--- src/rtl/lss_pkg.sv ---
package lss_pkg;

  // Common launch-to-start delay for a chain of n lanes with master m.
  function automatic int unsigned lss_total(int unsigned n, int unsigned m, int unsigned hop);
    return hop * ((m > (n - 1 - m)) ? m : (n - 1 - m));
  endfunction

  // Hop count between lane p and the master m.
  function automatic int unsigned lss_dist(int unsigned p, int unsigned m);
    return (p > m) ? (p - m) : (m - p);
  endfunction

endpackage

--- src/rtl/lss_delay.sv ---
module lss_delay #(
  parameter int unsigned DEPTH = 2
) (
  input  logic clk,
  input  logic rst,
  input  logic d,
  output logic q
);
  generate
    if (DEPTH == 0) begin : g_wire
      assign q = d;
    end else begin : g_reg
      logic [DEPTH-1:0] sr;
      always_ff @(posedge clk) begin
        if (rst) sr <= '0;
        else     sr <= (sr << 1) | DEPTH'(d);
      end
      assign q = sr[DEPTH-1];
    end
  endgenerate
endmodule

--- src/rtl/lss_lane.sv ---
module lss_lane import lss_pkg::*; #(
  parameter int unsigned N      = 6,
  parameter int unsigned MASTER = 2,
  parameter int unsigned HOP    = 2,
  parameter int unsigned POS    = 0
) (
  input  logic clk,
  input  logic rst,
  input  logic token_in,
  output logic start_q
);
  localparam int unsigned TOTAL = lss_total(N, MASTER, HOP);
  localparam int unsigned COMP  = TOTAL - HOP * lss_dist(POS, MASTER);

  logic token_late;

  lss_delay #(.DEPTH(COMP)) u_comp (
    .clk(clk), .rst(rst), .d(token_in), .q(token_late)
  );

  always_ff @(posedge clk) begin
    if (rst) start_q <= 1'b0;
    else     start_q <= token_late;
  end
endmodule

--- src/rtl/lane_start_sync.sv ---
module lane_start_sync import lss_pkg::*; #(
  parameter int unsigned N      = 6,
  parameter int unsigned MASTER = (N - 1) / 2,
  parameter int unsigned HOP    = 2
) (
  input  logic         clk,
  input  logic         rst,
  input  logic         start_req,
  output logic [N-1:0] start_o
);
  localparam int unsigned TOTAL = lss_total(N, MASTER, HOP);
  localparam int unsigned CW    = $clog2(TOTAL + 1);

  logic [CW-1:0] busy_cnt;
  logic          launch;
  logic [N-1:0]  chain;

  // Master accepts a request only when no start is in flight.
  assign launch = start_req && (busy_cnt == '0);

  always_ff @(posedge clk) begin
    if (rst)                  busy_cnt <= '0;
    else if (launch)          busy_cnt <= CW'(TOTAL);
    else if (busy_cnt != '0)  busy_cnt <= busy_cnt - 1'b1;
  end

  // Token ripples outward from the master, one hop per neighbour.
  generate
    for (genvar p = 0; p < N; p++) begin : g_lane
      if (p == MASTER) begin : g_src
        assign chain[p] = launch;
      end else if (p < MASTER) begin : g_down
        lss_delay #(.DEPTH(HOP)) u_hop (
          .clk(clk), .rst(rst), .d(chain[p+1]), .q(chain[p])
        );
      end else begin : g_up
        lss_delay #(.DEPTH(HOP)) u_hop (
          .clk(clk), .rst(rst), .d(chain[p-1]), .q(chain[p])
        );
      end

      lss_lane #(.N(N), .MASTER(MASTER), .HOP(HOP), .POS(p)) u_lane (
        .clk(clk), .rst(rst), .token_in(chain[p]), .start_q(start_o[p])
      );
    end
  endgenerate
endmodule

--- config.mk ---
export PLATFORM = sky130hd
export DESIGN_NAME = lane_start_sync
export DESIGN_NICKNAME = d
export VERILOG_FILES = /design/src/rtl/lss_pkg.sv /design/src/rtl/lss_delay.sv /design/src/rtl/lss_lane.sv /design/src/rtl/lane_start_sync.sv
export SDC_FILE = /design/constraint.sdc
export NUM_CORES = 1
export LEC_CHECK = 0
export BUFFER_PORTS_ARGS = -buffer_cell sky130_fd_sc_hd__buf_2
export CELL_PAD_IN_SITES_DETAIL_PLACEMENT = 2
export CELL_PAD_IN_SITES_GLOBAL_PLACEMENT = 2
export CORE_MARGIN = 3
export CORE_UTILIZATION = 29
export CTS_CLUSTER_DIAMETER = 100
export CTS_CLUSTER_SIZE = 14
export DETAILED_ROUTE_END_ITERATION = 6
export PLACE_DENSITY = 0.8
export SYNTH_ARGS = -nofsm -noshare
export SYNTH_HDL_FRONTEND = slang
export SYNTH_SLANG_ARGS = --single-unit
--- constraint.sdc ---
create_clock -name clk -period 1.55 [get_ports clk]
set_input_delay 0.31 -clock clk [delete_from_list [all_inputs] [get_ports clk]]
set_output_delay 0.31 -clock clk [all_outputs]
set_load 0.03 [all_outputs]
==> impl_metrics.env <==
export IMPL_io_buffers=8
export IMPL_firstDrtPassIters=2
export IMPL_synth_top_family_by_area="simple AND/OR/NAND/NOR gates"
export IMPL_seq_area_frac_synth_pct=50.47
export IMPL_regArea_um2=200.2
export IMPL_drv_slew=0
export IMPL_async_flop_share_pct=0
export IMPL_multi_input_area_um2=140.1
export IMPL_synthAdderAreaFrac_pct=6.309
export IMPL_worstMarginPinSlew_ps=243.8
export IMPL_synthCells=38
export IMPL_synth_nets=43
export IMPL_drtIter0Drc=1
export IMPL_num_rows=12
export IMPL_final_antenna_net_count=0
export IMPL_cts_tree="done"
export IMPL_yosysWarningCount=0
export IMPL_fin_util_pct=37.24
export IMPL_critPathKind="register to register"
export IMPL_htreeDepth=1
export IMPL_irDropWorstVdd_mv=0.6447
export IMPL_fin_cells=57
export IMPL_postPlaceCellArea_um2=405.4
export IMPL_synth_area_um2=396.6
export IMPL_drv_cap=0
export IMPL_fin_area_um2=441.7
export IMPL_crit_fanout=4
export IMPL_synth_edff_count=0
export IMPL_synth_compound_gate_area_share_pct=7.886
export IMPL_yosysMostFrequentCell="dfxtp_1"
export IMPL_wirelength_um=761
export IMPL_fp_dieH_um=42.98
export IMPL_track_usage_pct=10.09
export IMPL_synthXorXnorAreaFrac_pct=0
export IMPL_nFillCells=135
export IMPL_grt_max_degree=11
export IMPL_die_area_um2=1847
export IMPL_coreArea_um2=1186
export IMPL_power_leakage_nw=0.2037
export IMPL_skew_ps=0.9951
export IMPL_rsz0062_at_grt="no"
export IMPL_cts_root_buf="clkbuf_4"
export IMPL_drive_gt1_share_pct=34.88
export IMPL_n_antenna_cell=0
export IMPL_finalCriticalPeriod_ps=1335
export IMPL_via_count=257
export IMPL_synth_area_leaders="dfxtp_1 50%, buf_4 11%, nor2b_1 9.5%"
export IMPL_yosys_area_share_simple_pct=21.14
export IMPL_power_mw=0.8291
export IMPL_syn2layout_area_growth_pct=11.36
export IMPL_pwr_share_seq_pct=40.4
export IMPL_hp_class="primary input to register"
export IMPL_tns_ps=0
export IMPL_synthDistinctLibCells=13
export IMPL_avgSynthCellArea_um2=10.44
export IMPL_r2r_start="busy_cnt[0]"
export IMPL_cp_required_ps=1690
export IMPL_ys_ff_latch=10
export IMPL_synth_area_mux_share_pct=0
export IMPL_die_x_um=42.98
export IMPL_status="complete, no violations"
export IMPL_synth_main_ff_cell="dfxtp_1"
export IMPL_avgRoutedWirePerCell_um=13.35
export IMPL_critPathArrivalTime_ps=1470
export IMPL_r2r_slack_ps=210
export IMPL_timing_final_crit_share_pct=86.16
export IMPL_clk_latency_ps=260
export IMPL_synth_largest_area_cell="dfxtp_1"
export IMPL_grt_pass1_vias=273
export IMPL_holdWs_ps=328.6
export IMPL_post_place_ws_ps=230.3
export IMPL_slew_headroom_pct=83.65
export IMPL_grt_first_pass_wirelength_um=1214
export IMPL_ctsLongestPathBuffers=2
export IMPL_gr_total_overflow=0
export IMPL_dp_hpwl_um=636.1
export IMPL_via_per_inst=4.509
export IMPL_rr_worst_depth=5
export IMPL_worst_setup_path_start_kind="register"
export IMPL_gp_congestion=0.6359
export IMPL_numCtsBuffers=3
export IMPL_antenna_found_initial=0
export IMPL_yosys_area_top_type_share_pct=50.47
export IMPL_powerDensity_nw_per_um2=1877
export IMPL_layout_nets=49
export IMPL_swShare_pct=31.13
export IMPL_clock_sinks=10
export IMPL_ys_top_cells_by_count="10 x dfxtp_1, 6 x buf_4, 6 x nor2b_1"
export IMPL_final_hold_violation_count=0
export IMPL_postCtsResizedCells=0
export IMPL_r2r_end="busy_cnt[2]"
export IMPL_p_int_mw=0.5709
export IMPL_cp_startpoint="busy_cnt[0]"
export IMPL_comb_power_share_pct=32.2
export IMPL_p_sw_mw=0.2581
export IMPL_fin_ws_ps=214.5
export IMPL_cts_clk_slew_worst_paths_ps=60
export IMPL_drc=0
export IMPL_pwr_share_clk_pct=27.4
export IMPL_placedCellCount=53
export IMPL_setup_worst_path_end_class="register"
export IMPL_final_setup_viol_count=0
export IMPL_cp_endpoint="busy_cnt[2]"
export IMPL_io_pins=9
export IMPL_initial_core_util_pct=33.44
export IMPL_cts_hold_buf=0
export IMPL_post_cts_buffers=0
export IMPL_max_freq_mhz=748.8
[logic make-up after synthesis]
group | count (synthesis)
buf+inv | 9
simple gates | 13
compound gates | 4
flops | 10
fa+ha+maj | 2
[worst max-delay path, stage by stage (launching register included)]
cell      delay, ps
dfxtp_1         300
inv_1           100
ha_1            270
and2b_2         250
a211oi_1        210
a211oi_1         90
[cell usage in the layout (no fill, tap or decap)]
cell and n:
nor3_1 2, dfxtp_1 10, inv_1 2, buf_2 8, clkbuf_4 3, nand2_1 2, ha_1 2, clkbuf_8 1
nor2b_1 6, or3_1 1, nand2b_4 1, and2b_2 1, a211oi_1 3, a21oi_2 1
[worst min path at each step]
stage	from	endpoint	slack [ps]	cells after the start
6_report	start_req	g_lane[1].g_down.u_hop.g_reg.sr[0]	330	3
5_1_grt	start_req	g_lane[1].g_down.u_hop.g_reg.sr[0]	320	3
4_1_cts	start_req	g_lane[1].g_down.u_hop.g_reg.sr[0]	330	3
3_5_place_dp	g_lane[2].u_lane.u_comp.g_reg.sr[1]	g_lane[3].u_lane.u_comp.g_reg.sr[0]	430	1
3_3_place_gp	g_lane[1].g_down.u_hop.g_reg.sr[0]	g_lane[2].u_lane.u_comp.g_reg.sr[1]	420	1
2_1_floorplan	g_lane[2].u_lane.u_comp.g_reg.sr[4]	g_lane[0].u_lane.u_comp.g_reg.sr[1]	410	1
[final cells by class]
class	count	area share, %
inverters	2	1.700
clock buffers	4	8.215
multi-input cells	19	31.73
flip-flops and latches	10	45.33
well taps	14	3.966
repair buffers	8	9.065
[state kept, by name, summed over array words and instances (netlist names)]
register                       count
g_lane.u_lane.u_comp.g_reg.sr      5
busy_cnt                           3
g_lane.u_lane.start_q              1
g_lane.g_down.u_hop.g_reg.sr       1
[power groups by stage]
stage / combinational (mW) / sequential, mW / clock [mW]
after detailed placement: 0.274 / 0.341 / 0
after CTS: 0.276 / 0.335 / 0.241
final: 0.267 / 0.335 / 0.227
after global placement: 0.221 / 0.336 / 0
after global routing: 0.300 / 0.341 / 0.256
after floorplan: 0.205 / 0.332 / 0
[routing by layer]
layer | vias to the layer above | wire length (um) | track usage [%]
met5 | - | 0 | 0
met4 | 0 | 9 | 10.84
met3 | 2 | 41 | 2.966
met2 | 9 | 438 | 18.26
met1 | 119 | 271 | 7.868
li1 | 127 | - | -
Note: power is estimated with default switching activity, not from simulation.
